[config.mk]
export PLATFORM = sky130hd
export DESIGN_NAME = wdog_chan
export DESIGN_NICKNAME = d
export VERILOG_FILES = /design/src/rtl/wdog_chan_pkg.sv /design/src/rtl/wdog_chan_limit.sv /design/src/rtl/wdog_chan_counter.sv /design/src/rtl/wdog_chan_status.sv /design/src/rtl/wdog_chan_rdmux.sv /design/src/rtl/wdog_chan.sv
export SDC_FILE = /design/constraint.sdc
export NUM_CORES = 1
export LEC_CHECK = 0
export BUFFER_PORTS_ARGS = -buffer_cell sky130_fd_sc_hd__buf_2
export CORE_MARGIN = 10
export CORE_UTILIZATION = 59
export DETAILED_ROUTE_END_ITERATION = 10
export GPL_ROUTABILITY_DRIVEN = 0
export MAX_ROUTING_LAYER = met4
export PLACE_DENSITY = 0.84
export SLEW_MARGIN = 20
export SYNTH_ARGS = -nofsm -noshare
export SYNTH_HDL_FRONTEND = slang
export SYNTH_SLANG_ARGS = --single-unit
[constraint.sdc]
create_clock -name clk -period 4.39 [get_ports clk]
set_input_delay 0.878 -clock clk [delete_from_list [all_inputs] [get_ports clk]]
set_output_delay 0.878 -clock clk [all_outputs]
set_load 0.01 [all_outputs]
[src/rtl/wdog_chan_pkg.sv]
package wdog_chan_pkg;
   localparam int ST_RUN_BIT = 0;
   localparam int ST_EXP_BIT = 1;
   localparam int ST_FLAGS   = 2;
endpackage

[src/rtl/wdog_chan_limit.sv]
module wdog_chan_limit #(
   parameter int CNT_W   = 16,
   parameter int RST_VAL = 1
) (
   input  logic             clk,
   input  logic             rst_n,
   input  logic             wr_i,
   input  logic [CNT_W-1:0] wr_data_i,
   output logic [CNT_W-1:0] limit_o
);
   always_ff @(posedge clk) begin
      if (!rst_n)    limit_o <= CNT_W'(RST_VAL);
      else if (wr_i) limit_o <= wr_data_i;
   end
endmodule

[src/rtl/wdog_chan_counter.sv]
module wdog_chan_counter #(
   parameter int CNT_W   = 16,
   parameter int RST_VAL = 1
) (
   input  logic             clk,
   input  logic             rst_n,
   input  logic             load_i,
   input  logic [CNT_W-1:0] load_val_i,
   input  logic             reload_i,
   input  logic [CNT_W-1:0] reload_val_i,
   input  logic             tick_i,
   input  logic             run_i,
   output logic [CNT_W-1:0] count_o,
   output logic             zero_hit_o
);
   localparam logic [CNT_W-1:0] ONE = CNT_W'(1);

   logic step;
   assign step       = tick_i && run_i && !load_i && !reload_i;
   assign zero_hit_o = step && (count_o <= ONE);

   always_ff @(posedge clk) begin
      if (!rst_n)                 count_o <= CNT_W'(RST_VAL);
      else if (load_i)            count_o <= load_val_i;
      else if (reload_i)          count_o <= reload_val_i;
      else if (step && count_o != '0) count_o <= count_o - ONE;
   end
endmodule

[src/rtl/wdog_chan_status.sv]
module wdog_chan_status (
   input  logic clk,
   input  logic rst_n,
   input  logic start_i,
   input  logic zero_hit_i,
   output logic run_o,
   output logic exp_o,
   output logic expire_o
);
   always_ff @(posedge clk) begin
      if (!rst_n) begin
         run_o    <= 1'b0;
         exp_o    <= 1'b0;
         expire_o <= 1'b0;
      end else if (start_i) begin
         run_o    <= 1'b1;
         exp_o    <= 1'b0;
         expire_o <= 1'b0;
      end else if (zero_hit_i) begin
         run_o    <= 1'b0;
         exp_o    <= 1'b1;
         expire_o <= 1'b1;
      end else begin
         expire_o <= 1'b0;
      end
   end
endmodule

[src/rtl/wdog_chan_rdmux.sv]
module wdog_chan_rdmux
   import wdog_chan_pkg::*;
#(
   parameter int CNT_W = 16
) (
   input  logic             cnt_sel_i,
   input  logic             lim_sel_i,
   input  logic             stat_sel_i,
   input  logic [CNT_W-1:0] count_i,
   input  logic [CNT_W-1:0] limit_i,
   input  logic             run_i,
   input  logic             exp_i,
   output logic [CNT_W-1:0] rd_data_o
);
   logic [CNT_W-1:0] stat_word;

   generate
      if (CNT_W > ST_FLAGS) begin : g_pad
         assign stat_word = {{(CNT_W-ST_FLAGS){1'b0}}, exp_i, run_i};
      end else begin : g_exact
         assign stat_word = {exp_i, run_i};
      end
   endgenerate

   always_comb begin
      rd_data_o = '0;
      if (cnt_sel_i)       rd_data_o = count_i;
      else if (lim_sel_i)  rd_data_o = limit_i;
      else if (stat_sel_i) rd_data_o = stat_word;
   end
endmodule

[src/rtl/wdog_chan.sv]
module wdog_chan #(
   parameter int CNT_W   = 16,
   parameter int RST_VAL = 1
) (
   input  logic             clk,
   input  logic             rst_n,
   input  logic             tick_i,
   input  logic             cnt_rd_i,
   input  logic             lim_rd_i,
   input  logic             lim_wr_i,
   input  logic             stat_rd_i,
   input  logic [CNT_W-1:0] wr_data_i,
   output logic [CNT_W-1:0] rd_data_o,
   output logic             expire_o
);
   localparam longint MAX_VAL = (64'd1 << CNT_W) - 1;

   generate
      if (CNT_W < 2 || CNT_W > 32) begin : g_bad_width
         $error("wdog_chan: CNT_W must lie in 2..32");
      end
      if (RST_VAL < 0 || longint'(RST_VAL) > MAX_VAL) begin : g_bad_rst
         $error("wdog_chan: RST_VAL does not fit in CNT_W bits");
      end
   endgenerate

   logic [CNT_W-1:0] limit_q;
   logic [CNT_W-1:0] count_q;
   logic             run_q;
   logic             exp_q;
   logic             zero_hit;

   wdog_chan_limit #(.CNT_W(CNT_W), .RST_VAL(RST_VAL)) u_limit (
      .clk       (clk),
      .rst_n     (rst_n),
      .wr_i      (lim_wr_i),
      .wr_data_i (wr_data_i),
      .limit_o   (limit_q)
   );

   wdog_chan_counter #(.CNT_W(CNT_W), .RST_VAL(RST_VAL)) u_counter (
      .clk          (clk),
      .rst_n        (rst_n),
      .load_i       (lim_wr_i),
      .load_val_i   (wr_data_i),
      .reload_i     (cnt_rd_i),
      .reload_val_i (limit_q),
      .tick_i       (tick_i),
      .run_i        (run_q),
      .count_o      (count_q),
      .zero_hit_o   (zero_hit)
   );

   wdog_chan_status u_status (
      .clk        (clk),
      .rst_n      (rst_n),
      .start_i    (lim_wr_i),
      .zero_hit_i (zero_hit),
      .run_o      (run_q),
      .exp_o      (exp_q),
      .expire_o   (expire_o)
   );

   wdog_chan_rdmux #(.CNT_W(CNT_W)) u_rdmux (
      .cnt_sel_i  (cnt_rd_i),
      .lim_sel_i  (lim_rd_i),
      .stat_sel_i (stat_rd_i),
      .count_i    (count_q),
      .limit_i    (limit_q),
      .run_i      (run_q),
      .exp_i      (exp_q),
      .rd_data_o  (rd_data_o)
   );
endmodule

# Word-level counts from Yosys, hierarchy flattened

Cells that the tools add are included.

Magnitude comparators: 1
Bitwise gates (word level): 1
Equality and inequality tests: 0
Div/mod/pow operators: 0
Shift operators: 0
Multiply operators: 0
Muxes and demuxes: 9
Add/sub/neg operators: 1
Reductions and logical operators: 11

Operators with widths:

| cell                                                 | number |
|---|---|
| 2-to-1 mux 16 bit                                    | 5 |
| <= comparator 16 x 1 -> 1 bit, second input constant | 1 |
| nonzero test 16 bit                                  | 1 |
| subtractor 16 x 1 -> 16 bit, second input constant   | 1 |
| logical AND 1 bit                                    | 5 |
| 2-to-1 mux 1 bit                                     | 3 |
| nonzero test 3 bit                                   | 1 |
| logical NOT 1 bit                                    | 2 |
| 2-to-1 mux 2 bit                                     | 1 |
| nonzero test 2 bit                                   | 1 |
| OR reduction 2 bit                                   | 1 |
| inverter 1 bit                                       | 1 |

Bits of input ports: 23
Output and inout port bits: 17
Register bits: 35
Memory bits (read-only): 0
Memories kept: 0
Latch bits: 0
Memory bits (writable): 0

# Logic depth before layout (Yosys ltp)

Gate-level depths: netlist (run 1).

Depth after elaboration: 7
Gate-level depth with buffers: 8

# Hierarchy

A second synthesis (run 1) with hierarchy kept.

Cell total of the unflattened synthesis: 252
Area, all modules: 2204.6 sq um

Modules (own cells, without submodules):

| module            | cells an instance | instances | area an instance (sq um) | sequential area each (sq um) |
|---|---|---|---|---|
| wdog_chan_counter | 163               | 1         | 1267.5                   | 320.3 |
| wdog_chan_limit   | 51                | 1         | 613.1                    | 320.3 |
| wdog_chan_rdmux   | 30                | 1         | 225.2                    | 0.0 |
| wdog_chan_status  | 8                 | 1         | 98.8                     | 60.1 |

# Least setup slack after synthesis (run 1)

No wires, ideal clock.

Path kind: input port to output port
From: in lim_rd_i
To: out rd_data_o[11]
Required time: 3.512 ns
Path buffers: 2
Setup slack: 1.758 ns
Cell stages on the path: 4
Data arrival time: 1.754 ns
Cells stage by stage: clkbuf_1 -> clkbuf_1 -> nand2_1 -> o21ai_0

Cells in the longest elaborated chain, start to end: 2

RTL lines:

| what              | RTL line              | source |
|---|---|---|
| start, declared   | wdog_chan.sv:9        | `input logic lim_rd_i,` |
| 2-to-1 mux 16 bit | wdog_chan_rdmux.sv:28 | `else if (lim_sel_i) rd_data_o = limit_i;` |
| 2-to-1 mux 16 bit | wdog_chan_rdmux.sv:27 | `if (cnt_sel_i) rd_data_o = count_i;` |
| end, declared     | wdog_chan.sv:13       | `output logic [CNT_W-1:0] rd_data_o,` |

Every way passes these cells.

# Worst setup path after layout (run 1)

From: in cnt_rd_i
To: out rd_data_o[2]

Cells in the longest elaborated chain, start to end: 1

RTL lines:

| what              | RTL line              | source |
|---|---|---|
| start, declared   | wdog_chan.sv:8        | `input logic cnt_rd_i,` |
| 2-to-1 mux 16 bit | wdog_chan_rdmux.sv:27 |  |

Every way passes these cells.

==> results of run 1 <==
Yosys cell counts (all sizes together) (3+ instances only):
cell type   n  share of area, %
o21ai      35               8.2
buf         5               1.9
nor4        5               3.5
nand3       5               1.4
a21oi      27               6.4
nand2      56               9.9
clkbuf     17               3.1
a211oi      5               2.0
inv         5              0.88
or3         4               1.3
nor2b       3              0.88
o211ai      6               2.1
dfxtp      35                33
nor2       23               4.1
mux2i      12               5.7
o31ai       5               1.8
or4         3               1.1
per-layer routing:
metal / global-route usage, % / part of all wire (%) / up-vias
met5: - / 0 / -
met4: 5.810 / 0.82 / 0
met3: 5.518 / 6.6 / 6
met2: 29.53 / 49 / 83
met1: 22.75 / 44 / 1010
li1: - / - / 1061
worst reg2reg max path, cell delays in order, from the launching register on:
cell,delay [ns]
dfxtp_1,0.46
inv_1,0.11
ha_1,0.26
nor3b_2,0.21
and4_2,0.23
o21ai_1,0.70
buf_4,0.30
a21oi_1,0.08
a211oi_1,0.20
worst paths after layout:
check / slack (ns) / endpoint / from / cells after the start
worst max register to register: 1.75 / u_counter.count_o[8] / u_counter.count_o[0] / 8
worst max-delay path: 1.46 / rd_data_o[2] / cnt_rd_i / 5
worst min register to register: 0.45 / u_status.exp_o / u_status.exp_o / 2
worst min-delay path: 0.45 / u_status.exp_o / u_status.exp_o / 2
where the power goes:
group	internal [mW]	switching (mW)	leakage (nW)
Combinational	0.0668	0.0930	0.628
Clock	0.135	0.115	0.0482
Sequential	0.338	0.0294	0.289
Total	0.540	0.238	0.965
flip-flops by register name (all words and copies together), names as in the netlist:
register,flops
u_status.expire_o,1
u_limit.limit_o,16
u_counter.count_o,16
u_status.exp_o,1
u_status.run_o,1
final cells by class:
cell class              count  area share, %
multi-input cells         221          54.60
flip-flops and latches     35          29.43
repair buffers             42          9.143
well taps                  46          2.417
clock buffers               6          2.154
clock inverters             2          1.471
inverters                   5         0.7882
cells in the final DEF, fill, tap and decap left out, drive strengths merged, types with 4 or more instances in the layout:
master	Yosys	routed
o211ai	6	6
inv	5	5
nand2	56	56
mux2i	12	12
nor2	23	23
dfxtp	35	35
o31ai	5	5
o21ai	35	35
a211oi	5	5
nand3	5	5
or3	4	4
clkbuf	17	6
buf	5	42
a21oi	27	27
nor4	5	5
cells by family after synthesis:
logic type	Yosys count	share of synthesized area (%)
xor gates and xnor gates	4	1.648
and+or+nand+nor	108	25.37
AOI/OAI and AO/OA	95	27.31
buffers and inverters	27	5.886
adders and majority gates	2	1.177
muxes	12	5.651
DFF	35	32.96
per-stage QoR:
stage               utilization, %  worst slack [ns]  std cells  cell area, um^2
floorplan                        -             1.758        283             2126
global placement             67.18             1.539        349             2295
detailed placement           67.18             1.464        349             2295
CTS                          69.71             1.458        357             2381
global route                 69.71             1.303        357             2381
finish                       69.71             1.460        357             2381
==> flow_metrics.env, run 1 <==
export IMPL_ant_nets=0
export IMPL_pin_count=40
export IMPL_worst_slew_pin_slew_ns=0.8868
export IMPL_max_freq_mhz=341.3
export IMPL_p_leak_nw=0.9654
export IMPL_worstSetupEndpointType="output pin"
export IMPL_synth_edf_count=0
export IMPL_fin_nets=335
export IMPL_critPathBufInv=3
export IMPL_path_common_cell="buf_2"
export IMPL_clk_path_buf_depth=2
export IMPL_cts_resized=0
export IMPL_cp_max_fo=38
export IMPL_grt_pass1_vias=2094
export IMPL_clock_latency_ns=0.36
export IMPL_finalWirelength_um=5617
export IMPL_synth_nets=308
export IMPL_finClkSkew_ns=0.01790
export IMPL_regArea_um2=700.7
export IMPL_syn_inst=283
export IMPL_post_cts_setup_buffer_count=0
export IMPL_core_mm2=0.003416
export IMPL_critical_path_cell_chain="buf_2, buf_4, nand2_1, o21ai_0, buf_2"
export IMPL_dr_pass1_iters=5
export IMPL_synthArstFlopShare_pct=0
export IMPL_worst_ep_arrival_time_ns=2.05
export IMPL_crit_type="primary input to output pin"
export IMPL_period_share_pct=66.75
export IMPL_drt_iter0_markers=177
export IMPL_hold_violations=0
export IMPL_power_uw=777.3
export IMPL_multiInputGateArea_mm2=0.001300
export IMPL_wl_per_cell_um=15.73
export IMPL_power_density_mw_per_mm2=326.4
export IMPL_vias=2160
export IMPL_synth_warnings=0
export IMPL_die_height_um=80.03
export IMPL_vdd_drop_max_v=0.0002247
export IMPL_min_path_type="flop to flop"
export IMPL_fillerInstances=302
export IMPL_seq_area_frac_synth_pct=32.96
export IMPL_syn_avg_cell_area_um2=7.512
export IMPL_track_usage_pct=18.87
export IMPL_setup_tns_ns=0
export IMPL_fin_crit_ns=2.930
export IMPL_maxSlewHeadroom_pct=40.49
export IMPL_portBuffers=39
export IMPL_dp_hpwl_um=3927
export IMPL_drv_slew=0
export IMPL_yosys_most_used_dff="dfxtp_1"
export IMPL_cts_tree="done"
export IMPL_rsz0062_at_grt="false"
export IMPL_rows=21
export IMPL_grt_pass1_wl_um=9729
export IMPL_synth_distinct_cells=50
export IMPL_maxCapViolations=0
export IMPL_start_util_pct=62.23
export IMPL_drive_gt1_share_pct=20.90
export IMPL_clock_root_buffer="clkbuf_4"
export IMPL_slowest_delay_ns=0.45
export IMPL_die_w_um=80.03
export IMPL_cts_htree_levels=2
export IMPL_synth_ff_latch_count=35
export IMPL_syn_area_mm2=0.002126
export IMPL_avgViaCountPerCell=6.050
export IMPL_cts_buffers=5
export IMPL_timing_hold_ws_ns=0.4530
export IMPL_startpoint_type="primary input"
export IMPL_die_area_mm2=0.006404
export IMPL_status="complete, no violations"
export IMPL_crit_slowest_cell="buf_2"
export IMPL_clock_sinks=35
export IMPL_clk_pin_slew_ns=0.11
export IMPL_cts_hold_buf=0
export IMPL_grt_overflow=0
export IMPL_cp_top_family="buffers and inverters"
export IMPL_grt_max_degree=39
export IMPL_drc_errors=0
export IMPL_setup_viol=0
export IMPL_syn_to_final_growth_pct=12.01
export IMPL_diodes=0
export IMPL_worst_ep_required_time_ns=3.51
export IMPL_antenna_found_initial=0
(Power assumes the default switching activity.)
==> run 2: changes to the inputs <==
CORE_UTILIZATION = 50   (was 59)
PLACE_DENSITY = 0.76   (was 0.84)
clock period = 2.6 ns   (was 4.39 ns; I/O delays follow)
==> run 2 against run 1 <==
Net effect: sequential share of layout area down 0.55 points; setup slack worse by 1.1 ns; routed wire length up 4.5%; via count down 1.0%; worst hold slack worse by 0.0015 ns; clock skew down 0.013 ns; flip-flop and latch count unchanged; critical endpoint is now u_counter.count_o[15]; largest power group unchanged.
==> flow_metrics.env, run 2 (synthesis gave the netlist of run 1 again) <==
export IMPL_ant_nets=0
export IMPL_diodes=0
export IMPL_grt_max_degree=29
export IMPL_vias=2138
export IMPL_cts_tree="done"
export IMPL_power_density_mw_per_mm2=531.4
export IMPL_rows=23
export IMPL_drt_iter0_markers=152
export IMPL_crit_type="flop to flop"
export IMPL_pin_count=40
export IMPL_grt_pass1_vias=2070
export IMPL_hold_violations=0
export IMPL_period_share_pct=85.76
export IMPL_pre_cts_ws_ns=0.3939
export IMPL_avgViaCountPerCell=5.826
export IMPL_cts_resized=0
export IMPL_dr_pass1_iters=4
export IMPL_setup_viol=0
export IMPL_fillerInstances=403
export IMPL_worst_ep_arrival_time_ns=2.45
export IMPL_final_cell_mix="56 x nand2_1, 39 x buf_2, 35 x dfxtp_1, 33 x o21ai_0, 27 x a21oi_1"
export IMPL_reg_top3="u_counter.count_o: 16 flops, u_limit.limit_o: 16 flops"
export IMPL_dp_cells=359
export IMPL_cts_buffers=5
export IMPL_clock_root_buffer="clkbuf_8"
export IMPL_min_path_type="flop to flop"
export IMPL_cts_hold_buf=0
export IMPL_setup_tns_ns=0
export IMPL_track_usage_pct=16.26
export IMPL_finalWirelength_um=5871
export IMPL_instances_no_fill=367
export IMPL_startpoint_type="flop"
export IMPL_maxSlewHeadroom_pct=60.79
export IMPL_cp_top_family="simple AND/OR/NAND/NOR gates"
export IMPL_core_mm2=0.004058
export IMPL_grt_pass1_wl_um=9660
export IMPL_crit_slowest_cell="or4_1"
export IMPL_vdd_drop_max_v=0.0003254
export IMPL_slowest_delay_ns=0.52
export IMPL_worst_ep_required_time_ns=2.82
export IMPL_finClkSkew_ns=0.005110
export IMPL_multiInputGateArea_mm2=0.001300
export IMPL_die_w_um=85.21
export IMPL_place_area_mm2=0.002345
export IMPL_cp_max_fo=6
export IMPL_drv_slew=0
export IMPL_timing_hold_ws_ns=0.4515
export IMPL_start_util_pct=52.39
export IMPL_final_common_cell="nand2_1"
export IMPL_regArea_um2=700.7
export IMPL_design_area_mm2=0.002426
export IMPL_maxCapViolations=0
export IMPL_drive_gt1_share_pct=21.77
export IMPL_critPathBufInv=1
export IMPL_fin_crit_ns=2.230
export IMPL_cts_htree_levels=2
export IMPL_p_leak_nw=0.9881
export IMPL_wl_per_cell_um=16.00
export IMPL_critical_path_cell_chain="inv_1, ha_1, nor3b_2, and4_2, or4_1, xor2_1, a211oi_2"
export IMPL_die_height_um=85.21
export IMPL_clock_sinks=35
export IMPL_syn_to_final_growth_pct=14.13
export IMPL_finalWorstSetupSlack_ns=0.3703
export IMPL_clk_path_buf_depth=2
export IMPL_clk_pin_slew_ns=0.07
export IMPL_max_freq_mhz=448.5
export IMPL_portBuffers=39
export IMPL_worstSetupEndpointType="flop"
export IMPL_status="complete, no violations"
export IMPL_drc_errors=0
export IMPL_grt_overflow=0
export IMPL_fin_nets=341
export IMPL_post_cts_setup_buffer_count=0
export IMPL_clock_latency_ns=0.29
export IMPL_antenna_found_initial=0
export IMPL_die_area_mm2=0.007260
export IMPL_dp_hpwl_um=4210
export IMPL_rsz0062_at_grt="false"
export IMPL_worst_slew_pin_slew_ns=0.5874
run 2: changes by cell type in the layout (fill, tap and decap cells not counted):
cell	change
buf_4	+6
bufinv_16	-1
clkbuf_1	+2
clkbuf_8	+4
clkbuf_4	-5
run 2: worst paths after layout:
path                            slack [ns]                  from  cells after the start                     to
worst max-delay path                  0.37  u_counter.count_o[0]                      7  u_counter.count_o[15]
worst min-delay path                  0.45        u_status.exp_o                      2         u_status.exp_o
worst max register to register        0.37  u_counter.count_o[0]                      7  u_counter.count_o[15]
worst min register to register        0.45        u_status.exp_o                      2         u_status.exp_o
run 2: final cells by class:
class | instances | area share (%)
repair buffers | 48 | 10.83
well taps | 50 | 2.579
inverters | 5 | 0.7736
clock buffers | 7 | 3.146
clock inverters | 1 | 0.2063
flip-flops and latches | 35 | 28.88
multi-input cells | 221 | 53.58
run 2: power breakdown:
part / switching (mW) / internal (mW) / leakage [nW]
registers: 0.0476 / 0.571 / 0.289
logic: 0.162 / 0.119 / 0.657
clock network: 0.201 / 0.188 / 0.0422
total: 0.411 / 0.878 / 0.988
run 2: per-stage QoR:
step           util, %  total power [mW]
6_report         59.79             1.289
5_1_grt          59.79             1.356
4_1_cts          59.79             1.294
3_5_place_dp     57.79            0.9092
3_3_place_gp     57.79            0.9021
2_1_floorplan        -            0.8194
run 2: metal layers:
layer	share of wire, %	GRT usage (%)	up-vias
met1	45	18.42	1002
met4	0.99	5.689	0
met2	48	26.36	49
met3	5.6	5.067	7
li1	-	-	1080
met5	0	-	-
run 2: tightest hold or removal path: stages (launching register included):
cell and delay, ns:
dfxtp_1 0.31, inv_1 0.05, a21oi_1 0.05
==> run 3: changes to the inputs <==
ABC_AREA = 1   (was default)
==> run 3 against run 2 <==
Net effect: die area is 0.49% higher; routed wire length increased by 0.31%; critical path type is now primary input to output pin; sequential power is 1% lower; critical path depth fell by 1; sequential share of layout area grew 0.060 points; flip-flop and latch count unchanged; area after synthesis grew 0.65%; maximum frequency grew 16%; non-clock buffer count decreased by 5; largest cell class unchanged; clock skew increased by 0.0038 ns.
==> flow_metrics.env, run 3 <==
export IMPL_status="complete, no violations"
export IMPL_syn_avg_cell_area_um2=6.113
export IMPL_synthArstFlopShare_pct=0
export IMPL_synth_nets=375
export IMPL_start_util_pct=52.73
export IMPL_maxSlewHeadroom_pct=61.30
export IMPL_clock_root_buffer="clkbuf_8"
export IMPL_core_mm2=0.004058
export IMPL_period_share_pct=74.22
export IMPL_cts_tree="done"
export IMPL_cts_resized=0
export IMPL_portBuffers=39
export IMPL_pre_cts_ws_ns=0.6727
export IMPL_worst_ep_arrival_time_ns=1.41
export IMPL_rows=23
export IMPL_yosys_cell_count_top_type="nand2_1"
export IMPL_syn_to_final_growth_pct=13.16
export IMPL_die_height_um=85.42
export IMPL_fin_crit_ns=1.930
export IMPL_synth_area_leaders="dfxtp_1 33%, nand2_1 17%, nand3_1 8.9%"
export IMPL_setup_tns_ns=0
export IMPL_syn_area_mm2=0.002140
export IMPL_cts_htree_levels=2
export IMPL_finalWorstSetupSlack_ns=0.6704
export IMPL_grt_pass1_wl_um=10350
export IMPL_min_path_type="flop to flop"
export IMPL_comb_power_share_pct=24.0
export IMPL_final_util_pct=59.67
export IMPL_die_w_um=85.42
export IMPL_reg_top3="u_counter.count_o: 16 flops, u_limit.limit_o: 16 flops"
export IMPL_timing_hold_ws_ns=0.4675
export IMPL_final_cell_mix="99 x nand2_1, 39 x inv_1, 39 x buf_2, 38 x nand3_1, 35 x dfxtp_1"
export IMPL_cp_max_fo=24
export IMPL_drt_iter0_markers=115
export IMPL_internal_power_uw=861.1
export IMPL_startpoint_type="primary input"
export IMPL_die_area_mm2=0.007296
export IMPL_antenna_found_initial=0
export IMPL_design_area_mm2=0.002421
export IMPL_instances_no_fill=433
export IMPL_clock_latency_ns=0.29
export IMPL_dr_pass1_iters=4
export IMPL_seq_area_frac_synth_pct=32.75
export IMPL_grt_overflow=0
export IMPL_setup_viol=0
export IMPL_track_usage_pct=17.06
export IMPL_pin_count=40
export IMPL_grt_max_degree=28
export IMPL_fin_nets=409
export IMPL_finClkSkew_ns=0.008924
export IMPL_worstSetupEndpointType="output pin"
export IMPL_synth_largest_area_cell="dfxtp_1"
export IMPL_drive_gt1_share_pct=15.67
export IMPL_synth_ff_latch_count=35
export IMPL_cts_hold_buf=0
export IMPL_wl_per_cell_um=13.60
export IMPL_yosys_top_cells_count="99 x nand2_1, 39 x inv_1, 38 x nand3_1"
export IMPL_drc_errors=0
export IMPL_clock_sinks=35
export IMPL_power_density_mw_per_mm2=525.5
export IMPL_clk_path_buf_depth=2
export IMPL_drv_slew=0
export IMPL_sequentialPowerShare_pct=48.0
export IMPL_worst_ep_required_time_ns=2.08
export IMPL_grt_pass1_vias=2333
export IMPL_rsz0062_at_grt="false"
export IMPL_max_freq_mhz=518.2
export IMPL_place_area_mm2=0.002349
export IMPL_dp_hpwl_um=4263
export IMPL_finalWirelength_um=5889
export IMPL_syn_inst=350
export IMPL_diodes=0
export IMPL_avgViaCountPerCell=5.363
export IMPL_synth_top_area_share_pct=32.75
export IMPL_ant_nets=0
export IMPL_synth_edf_count=0
export IMPL_post_cts_setup_buffer_count=0
export IMPL_power_mw=1.272
export IMPL_power_switching_uw=411.1
export IMPL_cts_buffers=5
export IMPL_yosys_most_used_dff="dfxtp_1"
export IMPL_worst_slew_pin_slew_ns=0.5769
export IMPL_power_frac_clock_pct=28.1
export IMPL_synth_distinct_cells=27
export IMPL_clk_pin_slew_ns=0.06
export IMPL_maxCapViolations=0
export IMPL_vias=2322
export IMPL_crit_type="primary input to output pin"
export IMPL_dp_cells=427
export IMPL_hold_violations=0
export IMPL_final_common_cell="nand2_1"
export IMPL_fillerInstances=406
export IMPL_p_sw_share_pct=32.31
export IMPL_p_leak_nw=1.225
export IMPL_vdd_drop_max_v=0.0004072
export IMPL_synth_warnings=0
[run 3: area by class of cell]
class                           instances  area [um^2]  share of cell area, %
Multi-Input combinational cell        258         1206                  49.82
Sequential cell                        35        700.7                  28.94
Timing Repair Buffer                   43        225.2                  9.302
Inverter                               41        153.9                  6.357
Clock buffer                            6        72.57                  2.997
Tap cell                               50        62.56                  2.584
[run 3: worst max-delay path, cell delays in order]
cell and delay [ns]:
buf_2 0.18, inv_1 0.10, buf_4 0.25, nand3_1 0.10
o21ai_0 0.09, buf_2 0.16
[run 3: kinds of logic after synthesis]
logic type | Yosys count | synth area share, %
AOI/OAI and AO/OA | 75 | 18.71
DFF | 35 | 32.75
buffers and inverters | 57 | 10.88
adders and majority gates | 2 | 1.169
and+or+nand+nor | 181 | 36.49
[run 3: final timing paths]
| check | start | to | slack (ns) | depth (start not counted) |
|---|---|---|---|---|
| hold / removal | u_status.exp_o | u_status.exp_o | 0.47 | 2 |
| setup reg to reg | u_counter.count_o[0] | u_counter.count_o[7] | 0.71 | 11 |
| setup / recovery | cnt_rd_i | rd_data_o[4] | 0.67 | 6 |
| hold reg to reg | u_status.exp_o | u_status.exp_o | 0.47 | 2 |
[run 3: power by group through the flow]
stage | Combinational, mW | Sequential, mW | Clock (mW)
after floorplan | 0.223 | 0.611 | 0
after global placement | 0.298 | 0.620 | 0
after detailed placement | 0.304 | 0.621 | 0
after CTS | 0.306 | 0.609 | 0.364
after global routing | 0.352 | 0.616 | 0.392
final | 0.305 | 0.610 | 0.357
[run 3: routing by layer]
metal,global-route usage (%),vias up,wire (um)
met3,4.589,6,439
met2,26.77,66,2683
met5,-,-,0
li1,-,1200,-
met1,20.79,1050,2722
met4,5.090,0,44
